[config.mk]
export PLATFORM = sky130hd
export DESIGN_NAME = tpat_unit
export DESIGN_NICKNAME = d
export VERILOG_FILES = /design/src/rtl/tpat_pkg.sv /design/src/rtl/tpat_ref.sv /design/src/rtl/tpat_gen.sv /design/src/rtl/tpat_mon.sv /design/src/rtl/tpat_status.sv /design/src/rtl/tpat_unit.sv
export SDC_FILE = /design/constraint.sdc
export NUM_CORES = 1
export LEC_CHECK = 0
export ABC_AREA = 0
export BUFFER_PORTS_ARGS = -buffer_cell sky130_fd_sc_hd__clkbuf_2
export CAP_MARGIN = 20
export CORE_MARGIN = 2
export CORE_UTILIZATION = 60
export DETAILED_ROUTE_END_ITERATION = 10
export PLACE_DENSITY = 0.82
export REMOVE_ABC_BUFFERS = 1
export SKIP_LAST_GASP = 1
export SYNTH_ARGS = -nofsm -noshare
export SYNTH_HDL_FRONTEND = slang
export SYNTH_HIERARCHICAL = 1
export SYNTH_SLANG_ARGS = --single-unit
export TNS_END_PERCENT = 1
[constraint.sdc]
create_clock -name clk -period 5.3 [get_ports clk]
set_input_delay 0.53 -clock clk [delete_from_list [all_inputs] [get_ports clk]]
set_output_delay 0.53 -clock clk [all_outputs]
set_load 0.02 [all_outputs]
[src/rtl/tpat_pkg.sv]
package tpat_pkg;
  localparam int LFSR_W     = 23;
  localparam int QRSS_ZMAX  = 14;
  localparam int PERIOD_TAP = 15;

  typedef enum logic [2:0] {
    PAT_PRBS15 = 3'd0,
    PAT_PRBS20 = 3'd1,
    PAT_PRBS23 = 3'd2,
    PAT_QRSS   = 3'd3,
    PAT_ALT    = 3'd4,
    PAT_ONES   = 3'd5,
    PAT_USER   = 3'd6
  } pat_e;

  // next internal bit from history; h[0] is the newest bit
  function automatic logic lfsr_feed(input logic [LFSR_W-1:0] h, input logic [2:0] sel);
    logic f;
    case (pat_e'(sel))
      PAT_PRBS15:           f = (h[14:0] == 15'd0) ? 1'b1 : (h[14] ^ h[13]);
      PAT_PRBS20, PAT_QRSS: f = (h[19:0] == 20'd0) ? 1'b1 : (h[19] ^ h[2]);
      PAT_PRBS23:           f = (h == '0) ? 1'b1 : (h[22] ^ h[17]);
      default:              f = h[PERIOD_TAP];
    endcase
    return f;
  endfunction
endpackage

[src/rtl/tpat_ref.sv]
module tpat_ref
  import tpat_pkg::*;
(
  input  logic       clk,
  input  logic       rst_n,
  input  logic [2:0] sel,
  input  logic       step,
  input  logic       load,
  input  logic       load_bit,
  output logic       pred
);
  localparam int ZW = $clog2(QRSS_ZMAX + 1);

  logic [LFSR_W-1:0] hist;
  logic [ZW-1:0]     zrun;
  logic              raw, push;

  always_comb begin
    raw  = lfsr_feed(hist, sel);
    pred = raw | ((sel == PAT_QRSS) && (zrun >= ZW'(QRSS_ZMAX)));
    push = load ? load_bit : raw;
  end

  always_ff @(posedge clk) begin
    if (!rst_n) begin
      hist <= '1;
      zrun <= '0;
    end else if (step) begin
      hist <= {hist[LFSR_W-2:0], push};
      zrun <= push ? '0 : ((zrun == '1) ? zrun : zrun + 1'b1);
    end
  end
endmodule

[src/rtl/tpat_gen.sv]
module tpat_gen
  import tpat_pkg::*;
#(
  parameter int USER_W = 16
) (
  input  logic              clk,
  input  logic              rst_n,
  input  logic [2:0]        sel,
  input  logic [USER_W-1:0] user,
  input  logic              ready,
  output logic              valid,
  output logic              bit_o
);
  localparam int PH_W = $clog2(USER_W);

  logic            valid_q, take, lfsr_bit;
  logic [PH_W-1:0] phase;

  assign valid = valid_q;
  assign take  = valid_q & ready;

  tpat_ref u_ref (
    .clk(clk), .rst_n(rst_n), .sel(sel), .step(take),
    .load(1'b0), .load_bit(1'b0), .pred(lfsr_bit)
  );

  always_comb begin
    case (pat_e'(sel))
      PAT_ALT:  bit_o = ~phase[0];
      PAT_ONES: bit_o = 1'b1;
      PAT_USER: bit_o = user[PH_W'(USER_W-1) - phase];
      default:  bit_o = lfsr_bit;
    endcase
  end

  always_ff @(posedge clk) begin
    if (!rst_n) begin
      valid_q <= 1'b0;
      phase   <= '0;
    end else begin
      valid_q <= 1'b1;
      if (take) phase <= phase + 1'b1;
    end
  end

  // an offered bit holds under back-pressure
  p_hold_r4: assert property (@(posedge clk) disable iff (!rst_n)
    (valid && !ready) |=> ($stable(bit_o) || !$stable(sel) || !$stable(user)));
endmodule

[src/rtl/tpat_mon.sv]
module tpat_mon
  import tpat_pkg::*;
#(
  parameter int SYNC_RUN  = 32,
  parameter int WIN_LEN   = 64,
  parameter int WIN_LIMIT = 8,
  parameter int ERR_W     = 16
) (
  input  logic             clk,
  input  logic             rst_n,
  input  logic [2:0]       sel,
  input  logic             in_valid,
  input  logic             in_bit,
  input  logic             rd_clr,
  output logic             sync_o,
  output logic [ERR_W-1:0] err_cnt,
  output logic             err_hit,
  output logic             los_hit
);
  localparam int FW = $clog2(LFSR_W + 1);
  localparam int MW = $clog2(SYNC_RUN);
  localparam int WW = $clog2(WIN_LEN);
  localparam int EW = $clog2(WIN_LIMIT + 1);
  localparam logic [ERR_W-1:0] ERR_MAX = '1;

  logic          sync_q, pred, miss;
  logic [FW-1:0] fill;
  logic [MW-1:0] match;
  logic [WW-1:0] win_cnt;
  logic [EW-1:0] win_err, win_err_nx;

  tpat_ref u_ref (
    .clk(clk), .rst_n(rst_n), .sel(sel), .step(in_valid),
    .load(~sync_q), .load_bit(in_bit), .pred(pred)
  );

  always_comb begin
    miss       = pred ^ in_bit;
    win_err_nx = win_err + EW'(miss);
    err_hit    = in_valid & sync_q & miss;
    los_hit    = in_valid & sync_q & (win_err_nx >= EW'(WIN_LIMIT));
  end

  assign sync_o = sync_q;

  always_ff @(posedge clk) begin
    if (!rst_n) begin
      sync_q  <= 1'b0;
      fill    <= '0;
      match   <= '0;
      win_cnt <= '0;
      win_err <= '0;
    end else if (in_valid) begin
      if (!sync_q) begin
        if (fill != FW'(LFSR_W)) begin
          fill  <= fill + 1'b1;
          match <= '0;
        end else if (miss) begin
          match <= '0;
        end else if (match == MW'(SYNC_RUN - 1)) begin
          sync_q  <= 1'b1;
          match   <= '0;
          win_cnt <= '0;
          win_err <= '0;
        end else begin
          match <= match + 1'b1;
        end
      end else if (los_hit) begin
        sync_q <= 1'b0;
        fill   <= '0;
        match  <= '0;
      end else if (win_cnt == WW'(WIN_LEN - 1)) begin
        win_cnt <= '0;
        win_err <= '0;
      end else begin
        win_cnt <= win_cnt + 1'b1;
        win_err <= win_err_nx;
      end
    end
  end

  always_ff @(posedge clk) begin
    if (!rst_n)                             err_cnt <= '0;
    else if (rd_clr)                        err_cnt <= err_hit ? ERR_W'(1) : '0;
    else if (err_hit && err_cnt != ERR_MAX) err_cnt <= err_cnt + 1'b1;
  end

  // a full count stays full until read
  p_sat_r8: assert property (@(posedge clk) disable iff (!rst_n)
    (err_cnt == ERR_MAX && !rd_clr) |=> (err_cnt == ERR_MAX));
  // nothing is counted while hunting
  p_hunt_quiet_r6: assert property (@(posedge clk) disable iff (!rst_n)
    (!sync_q && !rd_clr) |=> $stable(err_cnt));
  // a locked window never holds the limit of errors
  p_win_r7: assert property (@(posedge clk) disable iff (!rst_n)
    sync_q |-> (win_err < EW'(WIN_LIMIT)));
endmodule

[src/rtl/tpat_status.sv]
module tpat_status #(
  parameter int NB = 3
) (
  input  logic          clk,
  input  logic          rst_n,
  input  logic [NB-1:0] set_i,
  input  logic          wr,
  input  logic [NB-1:0] wdata,
  input  logic [NB-1:0] mask,
  output logic [NB-1:0] sts,
  output logic          irq
);
  logic [NB-1:0] clr;

  assign clr = wr ? wdata : '0;
  assign irq = |(sts & mask);

  always_ff @(posedge clk) begin
    if (!rst_n) sts <= '0;
    else        sts <= (sts & ~clr) | set_i;
  end

  // a set bit survives unless written with one
  p_sticky_r10: assert property (@(posedge clk) disable iff (!rst_n)
    1'b1 |=> ((~sts & $past(sts & ~clr)) == '0));
endmodule

[src/rtl/tpat_unit.sv]
module tpat_unit
  import tpat_pkg::*;
#(
  parameter int USER_W    = 16,
  parameter int ERR_W     = 16,
  parameter int SYNC_RUN  = 32,
  parameter int WIN_LEN   = 64,
  parameter int WIN_LIMIT = 8
) (
  input  logic              clk,
  input  logic              rst_n,
  input  logic [2:0]        cfg_sel,
  input  logic [USER_W-1:0] cfg_user,
  output logic              gen_valid,
  input  logic              gen_ready,
  output logic              gen_bit,
  input  logic              mon_valid,
  output logic              mon_ready,
  input  logic              mon_bit,
  input  logic              frame_lost,
  input  logic              err_rd,
  output logic [ERR_W-1:0]  err_count,
  output logic              in_sync,
  input  logic              sts_wr,
  input  logic [2:0]        sts_wdata,
  input  logic [2:0]        irq_mask,
  output logic [2:0]        status,
  output logic              irq
);
  logic err_hit, los_hit;

  assign mon_ready = 1'b1;

  tpat_gen #(.USER_W(USER_W)) u_gen (
    .clk(clk), .rst_n(rst_n), .sel(cfg_sel), .user(cfg_user),
    .ready(gen_ready), .valid(gen_valid), .bit_o(gen_bit)
  );

  tpat_mon #(
    .SYNC_RUN(SYNC_RUN), .WIN_LEN(WIN_LEN), .WIN_LIMIT(WIN_LIMIT), .ERR_W(ERR_W)
  ) u_mon (
    .clk(clk), .rst_n(rst_n), .sel(cfg_sel), .in_valid(mon_valid),
    .in_bit(mon_bit), .rd_clr(err_rd), .sync_o(in_sync),
    .err_cnt(err_count), .err_hit(err_hit), .los_hit(los_hit)
  );

  tpat_status #(.NB(3)) u_sts (
    .clk(clk), .rst_n(rst_n), .set_i({frame_lost, err_hit, los_hit}),
    .wr(sts_wr), .wdata(sts_wdata), .mask(irq_mask), .sts(status), .irq(irq)
  );

  // dropping the lock always leaves the loss flag set
  p_los_flag_r10: assert property (@(posedge clk) disable iff (!rst_n)
    $fell(in_sync) |-> status[0]);
endmodule

==> results.py <==
metrics = {
    "status": {
        "status": "finished, final reports clean",
    },
    "cells_and_area": {
        "fillCellCount": 664,
        "final_cell_mix": "dfxtp_1 (99), nand2_1 (75), clkbuf_2 (55), mux2i_1 (55), nor2_1 (31)",
        "layout-drive-gt1-share_pct": 18.3,
        "fin_nets": 629,
        "utilization_pct": 66.9,
        "area_growth_pct": 9.10,
        "layout_commonest_cell": "dfxtp_1",
        "antenna_cells": 0,
        "stdcell_area_sq_mm": 0.00544,
    },
    "global_routing": {
        "grt_first_pass_wirelength_um": 16000,
        "antenna_found_initial": 0,
        "grt_overflow_total": 0,
        "grt_pass1_vias": 3658,
        "grt_use_total_pct": 22.0,
        "grt_max_degree": 89,
    },
    "detailed_routing": {
        "viasPerCell": 5.76,
        "drtIter0Drc": 192,
        "drt_drc_violations_left": 0,
        "wirelength_um": 9760,
        "drtPass1Iterations": 4,
        "via_count": 3996,
        "wire_per_inst_um": 14.1,
        "ant_nets": 0,
    },
    "worst_setup_path": {
        "required_ns": 5.56,
        "worstSetupPathType": "input pin to flop",
        "worstSetupEndpointType": "flop",
        "cp_max_fo": 11,
        "arrival_ns": 3.81,
        "startpoint_type": "input pin",
        "rr_startpoint": "u_mon/u_ref/hist[2]",
        "worstReg2RegEnd": "u_mon/win_cnt[3]",
        "regToRegSetupSlack_ns": 1.75,
        "r2r_cells": 13,
    },
    "floorplanning": {
        "ios": 57,
        "core_area_sq_mm": 0.00813,
        "dieArea_sq_mm": 0.00906,
        "start_util_pct": 61.3,
        "fp-row-count": 33,
        "chipHeight_um": 95.2,
        "die_width_um": 95.2,
    },
    "clock_network": {
        "cts_hold_buf": 0,
        "cts_tree": "yes",
        "cts_resized": 0,
        "cts_buffer_depth": 2,
        "numCtsBuffers": 9,
        "htreeDepth": 3,
        "clock_latency_ns": 0.36,
        "cts.sinks": 99,
        "clk_pin_slew_ns": 0.09,
        "postCtsSetupBuffers": 0,
        "root_buffer": "clkbuf_8",
    },
    "placed_design": {
        "dpl-instance-area_sq_mm": 0.00527,
        "dp_hpwl_um": 6820,
        "finalWeightedCongestion": 0.829,
        "io_buffer_count": 55,
    },
    "timing": {
        "hold_viol": 0,
        "fin_skew_ns": 0.0139,
        "period_share_pct": 67.0,
        "final_max_slew_viol_count": 0,
        "worstMarginPinSlew_ns": 0.828,
        "finalSetupTns_ns": 0,
        "min_period_ns": 3.55,
        "rsz0062_at_grt": "false",
        "fmax_mhz": 281,
        "setup_viol_count_final": 0,
        "relSlewSlack_pct": 44.8,
    },
    "yosys": {
        "async_flop_share_pct": 0,
        "synth_ff_type": "dfxtp_1",
        "synthAdderAreaFrac_pct": 3.01,
        "synth_cell_type_count": 78,
        "synth_area_sq_mm": 0.00499,
        "yosys.area_share.simple_pct": 21.6,
        "ys_seq_area_share_pct": 39.7,
        "synth-seq-cells": 99,
        "synthTopCellsByArea": "dfxtp_1 (40%), mux2i_1 (11%), nand2_1 (5.6%)",
        "synth.avg_cell_area_sq_um": 9.27,
        "yosysWarnings": 6,
        "synth_edf_count": 0,
        "synthCells": 538,
        "synth-compound-area-share_pct": 13.7,
        "synth_top_family_by_area": "simple AND/OR/NAND/NOR gates",
        "synth-xor-area-share_pct": 4.49,
        "synth.area.mux_share_pct": 12.4,
        "synth_top_area_share_pct": 39.7,
        "yosys.area.top_type": "dfxtp_1",
    },
    "worst_hold_path": {
        "holdCritPathClass": "input pin to flop",
        "hold_depth": 2,
        "min_from": "sts_wdata[0]",
        "min_to": "u_sts/sts[0]",
    },
    "power_and_ir_drop": {
        "p_per_area_mw_per_mm2": 235,
        "p_leak_nw": 2.22,
        "peakVddDrop_mv": 0.136,
    },
    "flow_run": {
        "max-cap-violations": 0,
    },
}
==> worst max path at each step <==
stage | start | to | slack [ns] | cells after the start
6_report | cfg_sel[1] | u_mon/win_cnt[3] | 1.75 | 14
5_1_grt | u_mon/u_ref/hist[17] | u_mon/win_cnt[3] | 1.53 | 13
4_1_cts | u_mon/u_ref/hist[2] | u_mon/win_cnt[3] | 1.76 | 13
3_5_place_dp | cfg_sel[1] | u_mon/win_cnt[3] | 1.43 | 14
3_3_place_gp | cfg_sel[1] | u_mon/win_cnt[3] | 1.60 | 14
2_1_floorplan | cfg_sel[1] | u_mon/win_cnt[5] | 2.12 | 13
==> cell type report <==
| cell class | instances | area, sq um | area share (%) |
|---|---|---|---|
| Inverter | 24 | 90.1 | 1.66 |
| Clock inverter | 4 | 26.3 | 0.483 |
| Timing Repair Buffer | 58 | 298 | 5.47 |
| Clock buffer | 12 | 145 | 2.67 |
| Sequential cell | 99 | 1980 | 36.4 |
| Tap cell | 105 | 131 | 2.41 |
| Multi-Input combinational cell | 392 | 2770 | 50.9 |
==> power by group <==
group / internal [mW] / total (mW) / switching, mW
Clock: 0.183 / 0.429 / 0.245
Sequential: 0.749 / 0.757 / 0.00771
Combinational: 0.0397 / 0.0956 / 0.0559
==> worst max-delay path: stages <==
cell      delay [ns]
clkbuf_2        0.16
nor2b_1         0.17
a221oi_1        0.32
o21ai_1         0.15
nor3_1          0.19
nor2_1          0.09
xnor2_2         0.41
inv_2           0.14
ha_1            0.23
and3_4          0.20
xnor2_2         0.37
a32oi_1         0.14
nand2b_1        0.36
a31o_2          0.33
==> cell families (layout without fill, tap and decap cells) <==
group	Yosys count	in the layout
compound gates	93	93
xor+xnor	23	23
fa+ha+maj	12	12
buf+inv	49	98
flops	99	99
mux	58	58
other cells	2	4
simple gates	202	202
==> cell usage after synthesis, types with 3 or more instances <==
cell type / instances
a21boi_0: 8
a21oi_1: 14
a31o_2: 3
a31oi_1: 7
and2_1: 5
and3_1: 6
and3_2: 3
and4_1: 3
buf_2: 4
buf_4: 4
buf_6: 4
clkbuf_1: 11
dfxtp_1: 99
ha_1: 12
inv_1: 23
mux2i_1: 55
mux4_2: 3
nand2_1: 75
nand3_1: 16
nand3b_1: 3
nand4_1: 15
nand4b_1: 3
nor2_1: 31
nor2b_1: 6
nor3_1: 8
nor4_1: 6
nor4_4: 3
nor4b_1: 3
o211ai_1: 5
o21a_1: 3
o21ai_0: 17
o21ai_2: 4
o32ai_1: 3
xnor2_1: 7
xor2_1: 13
==> state kept, by name, indices dropped and copies added (netlist names), 5 cells and up <==
name              cells
u_mon/match           5
u_mon/win_cnt         6
u_gen/u_ref/hist     23
u_mon/u_ref/hist     23
u_mon/fill            5
u_mon/err_cnt        16
==> layer usage <==
layer | global-route usage (%) | share of wire (%) | vias to the layer above
met5 | 0 | 0 | -
met4 | 10.0 | 1.6 | 0
met3 | 3.40 | 3.8 | 16
met2 | 37.1 | 50 | 90
met1 | 27.5 | 45 | 1868
li1 | - | - | 2022
==> per-stage QoR <==
step | cells | hold WS (ns) | power [mW] | setup WS [ns]
global placement | 678 | 0.459 | 0.866 | 1.60
global route | 694 | 0.331 | 1.34 | 1.53
detailed placement | 678 | 0.477 | 0.870 | 1.43
finish | 694 | 0.355 | 1.28 | 1.75
floorplan | 515 | 0.443 | 0.826 | 2.12
CTS | 694 | 0.338 | 1.30 | 1.76
Note: power is estimated with default switching activity, not from simulation.
